==> config.mk <==
export PLATFORM = sky130hd
export DESIGN_NAME = serial_lcd_framer
export DESIGN_NICKNAME = d
export VERILOG_FILES = /design/src/rtl/lcd_framer_pkg.sv /design/src/rtl/lcd_framer_dp.sv /design/src/rtl/lcd_framer_ctrl.sv /design/src/rtl/serial_lcd_framer.sv
export SDC_FILE = /design/constraint.sdc
export NUM_CORES = 1
export LEC_CHECK = 0
export BUFFER_PORTS_ARGS = -buffer_cell sky130_fd_sc_hd__clkbuf_2
export CAP_MARGIN = 20
export CORE_ASPECT_RATIO = 0.7
export CORE_MARGIN = 2
export CORE_UTILIZATION = 60
export CTS_CLUSTER_DIAMETER = 80
export CTS_CLUSTER_SIZE = 12
export DETAILED_ROUTE_END_ITERATION = 7
export PLACE_DENSITY_LB_ADDON = 0.12
export SLEW_MARGIN = 20
export SYNTH_ARGS = -nofsm -noshare
export SYNTH_HDL_FRONTEND = slang
export SYNTH_SLANG_ARGS = --single-unit
export TNS_END_PERCENT = 5
==> constraint.sdc <==
create_clock -name clk -period 4.1 [get_ports clk]
set_input_delay 0.205 -clock clk [delete_from_list [all_inputs] [get_ports clk]]
set_output_delay 0.205 -clock clk [all_outputs]
set_load 0.03 [all_outputs]
==> src/rtl/lcd_framer_pkg.sv <==
package lcd_framer_pkg;

  localparam int FRAME_BITS = 24;
  localparam int BIT_CNT_W  = $clog2(FRAME_BITS);
  localparam int HALF_W     = 7;
  localparam logic [7:0] SYNC_CMD  = 8'hF8;
  localparam logic [7:0] SYNC_DATA = 8'hFA;

  typedef enum logic [1:0] {
    ST_IDLE   = 2'd0,
    ST_SHIFT  = 2'd1,
    ST_SETTLE = 2'd2
  } framerState_t;

  typedef struct packed {
    logic load;
    logic shiftEn;
    logic settleEn;
  } ctrlStrobe_t;

  // Half period of sclk in system clocks.
  function automatic logic [HALF_W-1:0] halfPeriod(input logic [1:0] sel, input logic dbl);
    logic [HALF_W-1:0] base;
    case (sel)
      2'd0:    base = 7'd2;
      2'd1:    base = 7'd8;
      2'd2:    base = 7'd32;
      default: base = 7'd64;
    endcase
    return dbl ? (base >> 1) : base;
  endfunction

  function automatic logic [FRAME_BITS-1:0] buildFrame(input logic rs, input logic [7:0] d);
    return {(rs ? SYNC_DATA : SYNC_CMD), d[7:4], 4'h0, d[3:0], 4'h0};
  endfunction

endpackage

==> src/rtl/lcd_framer_dp.sv <==
module lcd_framer_dp
  import lcd_framer_pkg::*;
#(
  parameter int SETTLE_CYCLES = 5000
) (
  input  logic        clk,
  input  logic        rst_n,
  input  ctrlStrobe_t strobe,
  input  logic [7:0]  inData,
  input  logic        rsEff,
  input  logic [1:0]  divSel,
  input  logic        dblSpeed,
  output logic        sclk,
  output logic        mosi,
  output logic        frameDone,
  output logic        settleDone
);

  localparam int SETTLE_W = $clog2(SETTLE_CYCLES + 1);
  localparam logic [BIT_CNT_W-1:0] LAST_BIT = BIT_CNT_W'(FRAME_BITS - 1);
  localparam logic [SETTLE_W-1:0]  SETTLE_LAST = SETTLE_W'(SETTLE_CYCLES - 1);

  logic [FRAME_BITS-1:0] shiftReg;
  logic [BIT_CNT_W-1:0]  bitCnt;
  logic [HALF_W-1:0]     divCnt;
  logic [HALF_W-1:0]     halfLen;
  logic [SETTLE_W-1:0]   settleCnt;
  logic                  halfTick;

  assign halfTick   = strobe.shiftEn && (divCnt == halfLen - 7'd1);
  assign frameDone  = halfTick && sclk && (bitCnt == LAST_BIT);
  assign settleDone = strobe.settleEn && (settleCnt == SETTLE_LAST);

  always_ff @(posedge clk) begin
    if (!rst_n) begin
      shiftReg <= '0;
      bitCnt   <= '0;
      divCnt   <= '0;
      halfLen  <= 7'd2;
      sclk     <= 1'b0;
      mosi     <= 1'b0;
    end else if (strobe.load) begin
      logic [FRAME_BITS-1:0] f;
      f = buildFrame(rsEff, inData);
      mosi     <= f[FRAME_BITS-1];
      shiftReg <= f << 1;
      bitCnt   <= '0;
      divCnt   <= '0;
      halfLen  <= halfPeriod(divSel, dblSpeed);
      sclk     <= 1'b0;
    end else if (strobe.shiftEn) begin
      if (halfTick) begin
        divCnt <= '0;
        if (!sclk) begin
          sclk <= 1'b1;
        end else begin
          sclk <= 1'b0;
          if (bitCnt == LAST_BIT) begin
            mosi <= 1'b0;
          end else begin
            mosi     <= shiftReg[FRAME_BITS-1];
            shiftReg <= shiftReg << 1;
            bitCnt   <= bitCnt + 1'b1;
          end
        end
      end else begin
        divCnt <= divCnt + 1'b1;
      end
    end
  end

  always_ff @(posedge clk) begin
    if (!rst_n || frameDone) begin
      settleCnt <= '0;
    end else if (strobe.settleEn && !settleDone) begin
      settleCnt <= settleCnt + 1'b1;
    end
  end

endmodule

==> src/rtl/lcd_framer_ctrl.sv <==
module lcd_framer_ctrl
  import lcd_framer_pkg::*;
(
  input  logic        clk,
  input  logic        rst_n,
  input  logic        enable,
  input  logic        inValid,
  input  logic        modeWe,
  input  logic        modeData,
  input  logic        frameDone,
  input  logic        settleDone,
  output ctrlStrobe_t strobe,
  output logic        inReady,
  output logic        busy,
  output logic        rsEff,
  output logic        cs
);

  framerState_t state;
  framerState_t stateNext;
  logic         modeReg;
  logic         accept;

  assign inReady = (state == ST_IDLE);
  assign busy    = !inReady;
  assign accept  = inReady && inValid;
  assign rsEff   = modeWe ? modeData : modeReg;

  always_comb begin
    strobe.load     = accept;
    strobe.shiftEn  = (state == ST_SHIFT);
    strobe.settleEn = (state == ST_SETTLE);
  end

  always_comb begin
    stateNext = state;
    case (state)
      ST_IDLE:   if (accept)     stateNext = ST_SHIFT;
      ST_SHIFT:  if (frameDone)  stateNext = ST_SETTLE;
      ST_SETTLE: if (settleDone) stateNext = ST_IDLE;
      default:                   stateNext = ST_IDLE;
    endcase
  end

  always_ff @(posedge clk) begin
    if (!rst_n) begin
      state   <= ST_IDLE;
      modeReg <= 1'b0;
      cs      <= 1'b0;
    end else begin
      state <= stateNext;
      cs    <= enable;
      if (modeWe) modeReg <= modeData;
    end
  end

endmodule

==> src/rtl/serial_lcd_framer.sv <==
module serial_lcd_framer
  import lcd_framer_pkg::*;
#(
  parameter int SETTLE_CYCLES = 5000
) (
  input  logic       clk,
  input  logic       rst_n,
  input  logic       enable,
  input  logic [1:0] divSel,
  input  logic       dblSpeed,
  input  logic       modeWe,
  input  logic       modeData,
  input  logic       inValid,
  input  logic [7:0] inData,
  output logic       inReady,
  output logic       busy,
  output logic       sclk,
  output logic       mosi,
  output logic       cs,
  input  logic       lcdRstIn,
  output logic       lcdRstOut
);

  ctrlStrobe_t strobe;
  logic        rsEff;
  logic        frameDone;
  logic        settleDone;

  assign lcdRstOut = lcdRstIn;

  lcd_framer_ctrl u_ctrl (
    .clk        (clk),
    .rst_n      (rst_n),
    .enable     (enable),
    .inValid    (inValid),
    .modeWe     (modeWe),
    .modeData   (modeData),
    .frameDone  (frameDone),
    .settleDone (settleDone),
    .strobe     (strobe),
    .inReady    (inReady),
    .busy       (busy),
    .rsEff      (rsEff),
    .cs         (cs)
  );

  lcd_framer_dp #(.SETTLE_CYCLES(SETTLE_CYCLES)) u_dp (
    .clk        (clk),
    .rst_n      (rst_n),
    .strobe     (strobe),
    .inData     (inData),
    .rsEff      (rsEff),
    .divSel     (divSel),
    .dblSpeed   (dblSpeed),
    .sclk       (sclk),
    .mosi       (mosi),
    .frameDone  (frameDone),
    .settleDone (settleDone)
  );

endmodule

; ---- Yosys cells after proc, flatten, opt, wreduce, memory -nomap -nowiden
; Index checks and enable logic that the tools add are counted.
[totals]
memories = 0
inputBits = 18
latchBits = 0
out_inout_bits = 6
ff_bits = 57
romBits = 0
elab_cells = 69
ramBits = 0
[classes]
magnitude_cmp = 0
div_mod_pow = 0
n_mul = 0
reduce_logical = 21
mux = 20
eq_ne = 11
shifts = 0
n_bitwise = 2
addsub = 4
[op_table]
columns = op, n
row1 = $mux W24, 5
row2 = $pmux W7 S3, 1
row3 = $mux W7, 2
row4 = $add A13 B1 Y13 const B, 1
row5 = $eq A13 B13 Y1 const B, 1
row6 = $mux W2, 4
row7 = $ne A2 B2 Y1 const B, 4
row8 = $reduce_and A4 Y1, 2
row9 = $add A7 B1 Y7 const B, 1
row10 = $eq A7 B7 Y1, 1
row11 = $mux W1, 7
row12 = $sub A7 B1 Y7 const B, 1
row13 = $logic_and A1 B1 Y1, 6
row14 = $pmux W2 S3, 1
row15 = $reduce_and A3 Y1, 2
row16 = $reduce_bool A2 Y1, 3
row17 = $add A5 B1 Y5 const B, 1
row18 = $eq A5 B5 Y1 const B, 1
row19 = $eq A2 B1 Y1 const B, 2
row20 = $eq A2 B2 Y1 const B, 2
row21 = $logic_not A2 Y1, 2
row22 = $logic_not A1 Y1, 3
row23 = $not A1 Y1, 2
row24 = $reduce_and A2 Y1, 1
row25 = other kinds (2), 2

; ---- Longest topological paths before layout
; Gate-level depths: netlist (run 1).
[depth]
word_depth = 7
mapped_depth = 10
mapped_depth_nobuf = 8

; ---- Cells and area by module
; From an unflattened synthesis (run 1), not the netlist that was laid out.
[unflattened]
cells_unflattened = 321
area_unflattened_um2 = 2700.1
[by_module_without_submodules]
columns = module, cells_each, seq_area_each_um2, n_inst, area_each_um2
row1 = lcd_framer_dp, 301, 1061.0, 1, 2507.4
row2 = lcd_framer_ctrl, 19, 80.1, 1, 185.2
row3 = serial_lcd_framer, 1, 0.0, 1, 7.5

; ---- Least setup slack after synthesis (run 1)
; OpenSTA, ideal clock, no wires.
[synth_timing]
kind = reg2reg
from = register u_dp.halfLen[0]
to = register u_dp.bitCnt[3]
required_ps = 4030
slack_ps = 1714
arrival_ps = 2316
path_stages_with_launch = 9
setup_ps = 70
n_path_buf = 1
period_less_slack_ps = 2386
cell_sequence = dfxtp_1 > inv_1 > ha_1 > or4b_1 > a31o_1 > a221o_1 > buf_2 > or4_1 > a21oi_1
[synth_via]
elab_chain_cells = 4
[synth_rtl]
columns = item, line_no
row1 = "start, declared", lcd_framer_dp.sv:26  ; logic [HALF_W-1:0] halfLen;
row2 = "start signal, assigned", lcd_framer_dp.sv:49  ; halfLen <= halfPeriod(divSel, dblSpeed);
row3 = $sub A7 B1 Y7, lcd_framer_dp.sv:30  ; assign halfTick = strobe.shiftEn && (divCnt == halfLen - 7'd1);
row4 = $eq A7 B7 Y1, lcd_framer_dp.sv:30
row5 = $logic_and A1 B1 Y1, lcd_framer_dp.sv:30
row6 = $reduce_and A4 Y1 (no line), --
row7 = "end signal, assigned", lcd_framer_dp.sv:63  ; bitCnt <= bitCnt + 1'b1;
row8 = "end, declared", lcd_framer_dp.sv:24  ; logic [BIT_CNT_W-1:0] bitCnt;
; Every way passes these cells.
; A chain may end at the register's enable or synchronous reset.

; ---- Final worst setup path (run 1)
[layout_timing]
from = register u_dp.halfLen[0]
to = register u_dp.bitCnt[4]
; Same word-level chain as after synthesis.

==> impl_metrics.toml, run 1 <==
[cts]
cts_tree = "done"
worst_skew_pair.late_latency_ns = 0.34
clk_path_buf_depth = 2
htreeDepth = 3
cts_buffers = 9
holdBufCountCts = 0
clk_pin_slew_ns = 0.06
numClockSinks = 57
clockRootBuffer = "clkbuf_8"
post_cts_buffers = 0
cts_resized = 0

[synthesis]
synth_top_area_share_pct = 43.06
ys_async_sr_fraction_pct = 0
yosysWarnings = 0
synth.most_common_cell = "dfxtp_1"
synth_ff_type = "dfxtp_1"
syn-num-nets = 339
ys_top_cells_by_area = "dfxtp_1, xor2_1, nand3_1"
synth.distinct_cells = 42
synth_common_cells = "dfxtp_1, nor2_1, nand3_1"
synth_area_um2 = 2650
synth_area_leader_cell = "dfxtp_1"
seq_area_frac_synth_pct = 43.06
ys_ff_latch = 57
syn-instance-count = 317
syn_avg_cell_area_um2 = 8.360
synth-edff-count = 0

[run_status]
status = "completed"

[pwr]
irDropWorstVdd_uv = 294.5
swShare_pct = 23.33
pwr_density_cell_nw_per_um2 = 415.1
switchingPower_w = 0.0002877
leakage_nw = 1.058
p_total_w = 0.001233
combPwrFrac_pct = 7.2
power.share.clock_pct = 45.7
intPower_w = 0.0009453
p_seq_share_pct = 47.2

[route]
route.detailed.drc = 0
via_per_inst = 5.879
wl_per_cell_um = 14.09
routed_wl_um = 5497
drt_iter0_drc = 76
postRouteAntennaNets = 0
vias = 2293
firstDrtPassIters = 4

[worst_hold_path]
worstHoldStart = "enable"
hold_class = "in2reg"
hold_end = "u_ctrl.cs$_SDFF_PN0_"
min_path_cells = 2

[run]
cap_violations = 0

[grt]
track_usage_pct = 23.82
grt_max_degree = 31
antenna_found_initial = 0
grt_overflow = 0
grt_pass1_wl_um = 9384
grt_pass1_vias = 2052

[timing]
maxSlewViolCount = 0
period_share_pct = 71.52
hold_viol = 0
tns_ns = 0
whs_ns = 0.06748
finClkSkew_ns = 0.009595
grt_setup_unrepaired = "false"
timing.fmax_mhz = 341.0
setup_viol = 0
min_period_ns = 2.932
worstMarginPinSlew_ns = 0.9140
relSlewSlack_pct = 39.05
layout_setup_ws_ns = 1.168

[final_layout]
final_util_pct = 69.01
nNetsFinal = 353
area_growth_pct = 12.09
drive_above_1_share_pct = 11.94
diodes = 0

[die]
num_rows = 20
pin_count = 24
die_w_um = 83.44
die_h_um = 59.61
dieArea_um2 = 4973
coreArea_um2 = 4304
initial_core_util_pct = 61.57

[critical_path]
rrSetupSlack_ns = 1.17
required_ns = 4.36
critPathArrivalTime_ns = 3.20
path_cells = "inv_1 > ha_1 > or4b_1 > a31o_1 > a221o_1 > or4_1 > a21oi_1"
critical_path_class = "reg2reg"
endpoint_kind = "register"
max_stage_delay_ns = 0.64
reg2reg_depth = 7
path_max_fanout = 30
cp-start-kind = "register"
crit_slowest_cell = "a221o_1"
r2r-start = "u_dp.halfLen[0]$_SDFFE_PN0P_"
worstReg2RegEnd = "u_dp.bitCnt[4]$_SDFFE_PP0P_"

[placement]
dp_slack_ns = 1.255
dpl.hpwl_um = 3490
port_buffers = 21
gp_congestion = 0.7667
## stage by stage
stage / instances / area [um^2]
2_1_floorplan: 317 / 2650
5_1_grt: 390 / 2970
4_1_cts: 390 / 2970
3_3_place_gp: 375 / 2756
3_5_place_dp: 375 / 2756
6_report: 390 / 2970
## area by class of cell
type,count,area [um^2]
Inverter,4,15.01
Clock buffer,13,178.9
Tap cell,55,68.82
Sequential cell,57,1141
Multi-Input combinational cell,236,1411
Fill cell,362,1334
Clock inverter,2,35.03
Timing Repair Buffer,23,120.1
## worst max path at each step
stage	depth (start not counted)	to	start	slack [ns]
global route	7	u_dp.bitCnt[4]$_SDFFE_PP0P_	u_dp.halfLen[0]$_SDFFE_PN0P_	0.99
global placement	7	u_dp.bitCnt[3]$_SDFFE_PP0P_	u_dp.halfLen[0]$_SDFFE_PN0P_	1.34
floorplan	8	u_dp.bitCnt[3]$_SDFFE_PP0P_	u_dp.halfLen[0]$_SDFFE_PN0P_	1.71
finish	7	u_dp.bitCnt[4]$_SDFFE_PP0P_	u_dp.halfLen[0]$_SDFFE_PN0P_	1.17
detailed placement	7	u_dp.bitCnt[4]$_SDFFE_PP0P_	u_dp.halfLen[0]$_SDFFE_PN0P_	1.26
CTS	7	u_dp.bitCnt[4]$_SDFFE_PP0P_	u_dp.halfLen[0]$_SDFFE_PN0P_	1.20
## logic make-up after synthesis
group	synth area share [%]
AO/OA/AOI/OAI	16.29
buffers and inverters	3.683
multiplexers	0.7555
AND/OR/NAND/NOR	25.07
adder cells (fa/ha/maj)	1.889
flip-flops	43.06
XOR/XNOR	9.254
## worst max-delay path: cells and delay by family, from the launching register on
family	cells	cell delay, ns
fa+ha+maj	1	0.26
flops	1	0.37
buf+inv	1	0.10
compound gates	3	1.02
simple gates	2	1.09
## metal layers
layer / GRT usage, % / wire length, um
met1: 30.97 / 2743
met4: 7.604 / 65
met3: 9.471 / 275
met5: 0 / 0
met2: 36.98 / 2412
## sequential cells by signal, indices dropped and copies added, names as in the netlist
| name | cells |
|---|---|
| u_dp.shiftReg | 19 |
| u_dp.settleCnt | 13 |
| u_dp.divCnt | 7 |
| u_dp.halfLen | 7 |
| u_dp.bitCnt | 5 |
| u_ctrl.state | 2 |
| u_ctrl.cs | 1 |
| u_ctrl.modeReg | 1 |
| u_dp.mosi | 1 |
| u_dp.sclk | 1 |
## layout by cell type, fill, tap and decap left out, drive strengths merged, types with 3 or more instances in the layout
cell	synthesis	layout
nor3	15	15
and2	3	3
xnor2	12	12
o211ai	3	3
a211oi	4	4
a21oi	23	23
inv	4	4
a31oi	10	10
dfxtp	57	57
xor2	16	16
nor2	29	29
clkbuf	16	34
ha	4	4
or4	3	3
o21ai	25	25
nand4	4	4
nand2	23	23
or3	4	4
nand3	27	27
nand4b	6	6
## power groups by stage
stage / combinational [W] / sequential, W / clock (W)
finish: 0.0000883 / 0.000581 / 0.000563
global route: 0.0000996 / 0.000583 / 0.000596
CTS: 0.0000882 / 0.000581 / 0.000573
detailed placement: 0.0000871 / 0.000593 / 0
global placement: 0.0000848 / 0.000593 / 0
floorplan: 0.0000626 / 0.000593 / 0
No activity file was read; power rests on OpenSTA's default activity.
==> run 2: changes to the inputs <==
--- a/config.mk
+++ b/config.mk
@@ -5,11 +5,12 @@
 export SDC_FILE = /design/constraint.sdc
 export NUM_CORES = 1
 export LEC_CHECK = 0
+export ABC_AREA = 1
 export BUFFER_PORTS_ARGS = -buffer_cell sky130_fd_sc_hd__clkbuf_2
 export CAP_MARGIN = 20
 export CORE_ASPECT_RATIO = 0.7
 export CORE_MARGIN = 2
-export CORE_UTILIZATION = 60
+export CORE_UTILIZATION = 54
 export CTS_CLUSTER_DIAMETER = 80
 export CTS_CLUSTER_SIZE = 12
 export DETAILED_ROUTE_END_ITERATION = 7
==> constraint.sdc (replaced) <==
create_clock -name clk -period 2.55 [get_ports clk]
set_input_delay 0.1275 -clock clk [delete_from_list [all_inputs] [get_ports clk]]
set_output_delay 0.1275 -clock clk [all_outputs]
set_load 0.03 [all_outputs]
==> run 2 against run 1 <==
  * Wire length grew 23%
  * Total power grew 78%
  * Clock power grew 87%
  * Critical path type unchanged
  * Count of clock-buffer cells in the layout shrank 2
==> impl_metrics.toml, run 2 <==
[run_status]
status = "completed"

[final_layout]
instances_no_fill = 537
final_util_pct = 64.37
drive_above_1_share_pct = 11.40
layout_commonest_cell = "nand2_1"
nFillCells = 504
most-common-layout-cells = "nand2_1, nor2_1, dfxtp_1, inv_1, nand3_1"
final_area_um2 = 3385
nNetsFinal = 482
area_growth_pct = 14.57
largest-register = "u_dp.shiftReg"
largestRegisters = "u_dp.shiftReg (19), u_dp.settleCnt (13)"
largest_register_ffs = 19
diodes = 0

[die]
dieArea_um2 = 6087
die_w_um = 92.40
coreArea_um2 = 5258
pin_count = 24
initial_core_util_pct = 56.19
die_h_um = 65.88
num_rows = 22

[timing]
period_share_pct = 85.97
relSlewSlack_pct = 46.49
layout_setup_ws_ns = 0.3577
finClkSkew_ns = 0.008799
hold_viol = 0
timing.fmax_mhz = 456.1
maxSlewViolCount = 0
tns_ns = 0
min_period_ns = 2.192
grt_setup_unrepaired = "false"
setup_viol = 0
worstMarginPinSlew_ns = 0.7997

[synthesis]
synth_top_area_share_pct = 38.63
synth-edff-count = 0
syn_avg_cell_area_um2 = 6.807
synth_common_cells = "nand2_1, nor2_1, dfxtp_1"
ys_ff_latch = 57
synth.distinct_cells = 32
synth_area_leader_cell = "dfxtp_1"
seq_area_frac_synth_pct = 38.63
synth_ff_type = "dfxtp_1"
yosysWarnings = 0
ys_top_cells_by_area = "dfxtp_1, nand2_1, nor2_1"
ys_async_sr_fraction_pct = 0
synth_area_um2 = 2954
syn-instance-count = 434
synth.most_common_cell = "nand2_1"
syn-num-nets = 456

[grt]
antenna_found_initial = 0
grt_pass1_wl_um = 11540
grt_max_degree = 27
grt_overflow = 0
track_usage_pct = 24.45
grt_pass1_vias = 2419

[cts]
clockRootBuffer = "clkbuf_8"
worst_skew_pair.late_latency_ns = 0.34
htreeDepth = 3
clk_path_buf_depth = 2
numClockSinks = 57
cts_buffers = 9
cts_tree = "done"
clk_pin_slew_ns = 0.06

[placement]
place_area_um2 = 3112
dpl.hpwl_um = 4795
placed_cells = 519
port_buffers = 21
dp_slack_ns = 0.1368
gp_congestion = 0.8817

[pwr]
intPower_w = 0.001668
swShare_pct = 24.19
irDropWorstVdd_uv = 414.4
switchingPower_w = 0.0005323
combPwrFrac_pct = 9.9
power.share.clock_pct = 47.5
pwr_density_cell_nw_per_um2 = 650.1
leakage_nw = 1.473
p_seq_share_pct = 42.6

[route]
firstDrtPassIters = 4
route.detailed.drc = 0
vias = 2727
drt_iter0_drc = 217
via_per_inst = 5.078
routed_wl_um = 6761
wl_per_cell_um = 12.59
postRouteAntennaNets = 0

[worst_hold_path]
hold_class = "in2reg"

[critical_path]
endpoint_kind = "register"
critPathArrivalTime_ns = 2.47
required_ns = 2.82
path_max_fanout = 21
critical_path_class = "reg2reg"
cp-start-kind = "register"

[run]
cap_violations = 0
[run 2: metal layers]
metal / vias to the layer above / wire length (um) / global-route usage (%)
li1: 1447 / - / -
met1: 1213 / 3576 / 35.86
met2: 60 / 2797 / 34.49
met3: 7 / 308 / 6.956
met4: 0 / 78 / 7.463
met5: - / 0 / 0
[run 2: cell type report]
class | count | area, um^2 | area share (%)
multi-input cells | 317 | 1573 | 46.47
inverters | 49 | 188.9 | 5.582
well taps | 72 | 90.09 | 2.662
clock buffers | 11 | 141.4 | 4.177
clock inverters | 5 | 102.6 | 3.031
repair buffers | 26 | 147.6 | 4.362
flip-flops and latches | 57 | 1141 | 33.72
[run 2: critical path, stage by stage, from the launching register on]
cell,delay (ns)
dfxtp_1,0.37
inv_1,0.11
ha_1,0.34
xnor2_1,0.13
nor2_1,0.11
nand2_1,0.10
nor2_4,0.18
nand4_4,0.30
nand2_1,0.31
nor2_1,0.06
nor2_1,0.11
[run 2: cells by family (layout without fill, tap and decap cells)]
group                      after synthesis  in the layout  synth area share [%]
adders and majority gates                4              4                 1.694
xor gates and xnor gates                20             20                 5.930
AOI/OAI and AO/OA                       57             57                 10.38
buffers and inverters                   60             91                 8.429
and+or+nand+nor                        235            235                 34.60
DFF                                     57             57                 38.63
muxes                                    1              1                0.3389
[run 2: per-stage QoR]
stage / power [W] / hold slack, ns
4_1_cts: 0.002208 / 0.02079
2_1_floorplan: 0.001113 / 0.2251
3_5_place_dp: 0.001168 / 0.2554
6_report: 0.002200 / 0.02798
3_3_place_gp: 0.001163 / 0.2554
5_1_grt: 0.002291 / 0.03186
[run 2: repair_timing]
action | 4_1_cts | 5_1_grt
setup endpoints to repair | 0 | 11
hold buffers | 2 | 0
buffers inserted | 0 | 0
hold endpoints to repair | 2 | 0
gates resized for setup | 0 | 1
[run 2: power by group through the flow]
stage	registers (W)	clock network [W]	logic (W)
after floorplan	0.000956	0	0.000157
after global placement	0.000956	0	0.000207
after detailed placement	0.000957	0	0.000210
after CTS	0.000937	0.00106	0.000215
after global routing	0.000940	0.00110	0.000246
final	0.000937	0.00105	0.000217
[run 2: path summary, 6_finish.rpt]
path,slack (ns),end,startpoint,depth (start not counted)
hold / removal,0.03,u_dp.halfLen[1]$_SDFFE_PN1P_,divSel[0],2
setup / recovery,0.36,u_dp.shiftReg[13]$_SDFFE_PN0P_,u_dp.halfLen[0]$_SDFFE_PN0P_,10
hold reg to reg,0.47,u_dp.settleCnt[12]$_SDFFE_PP0P_,u_dp.settleCnt[12]$_SDFFE_PP0P_,2
setup reg to reg,0.36,u_dp.shiftReg[13]$_SDFFE_PN0P_,u_dp.halfLen[0]$_SDFFE_PN0P_,10
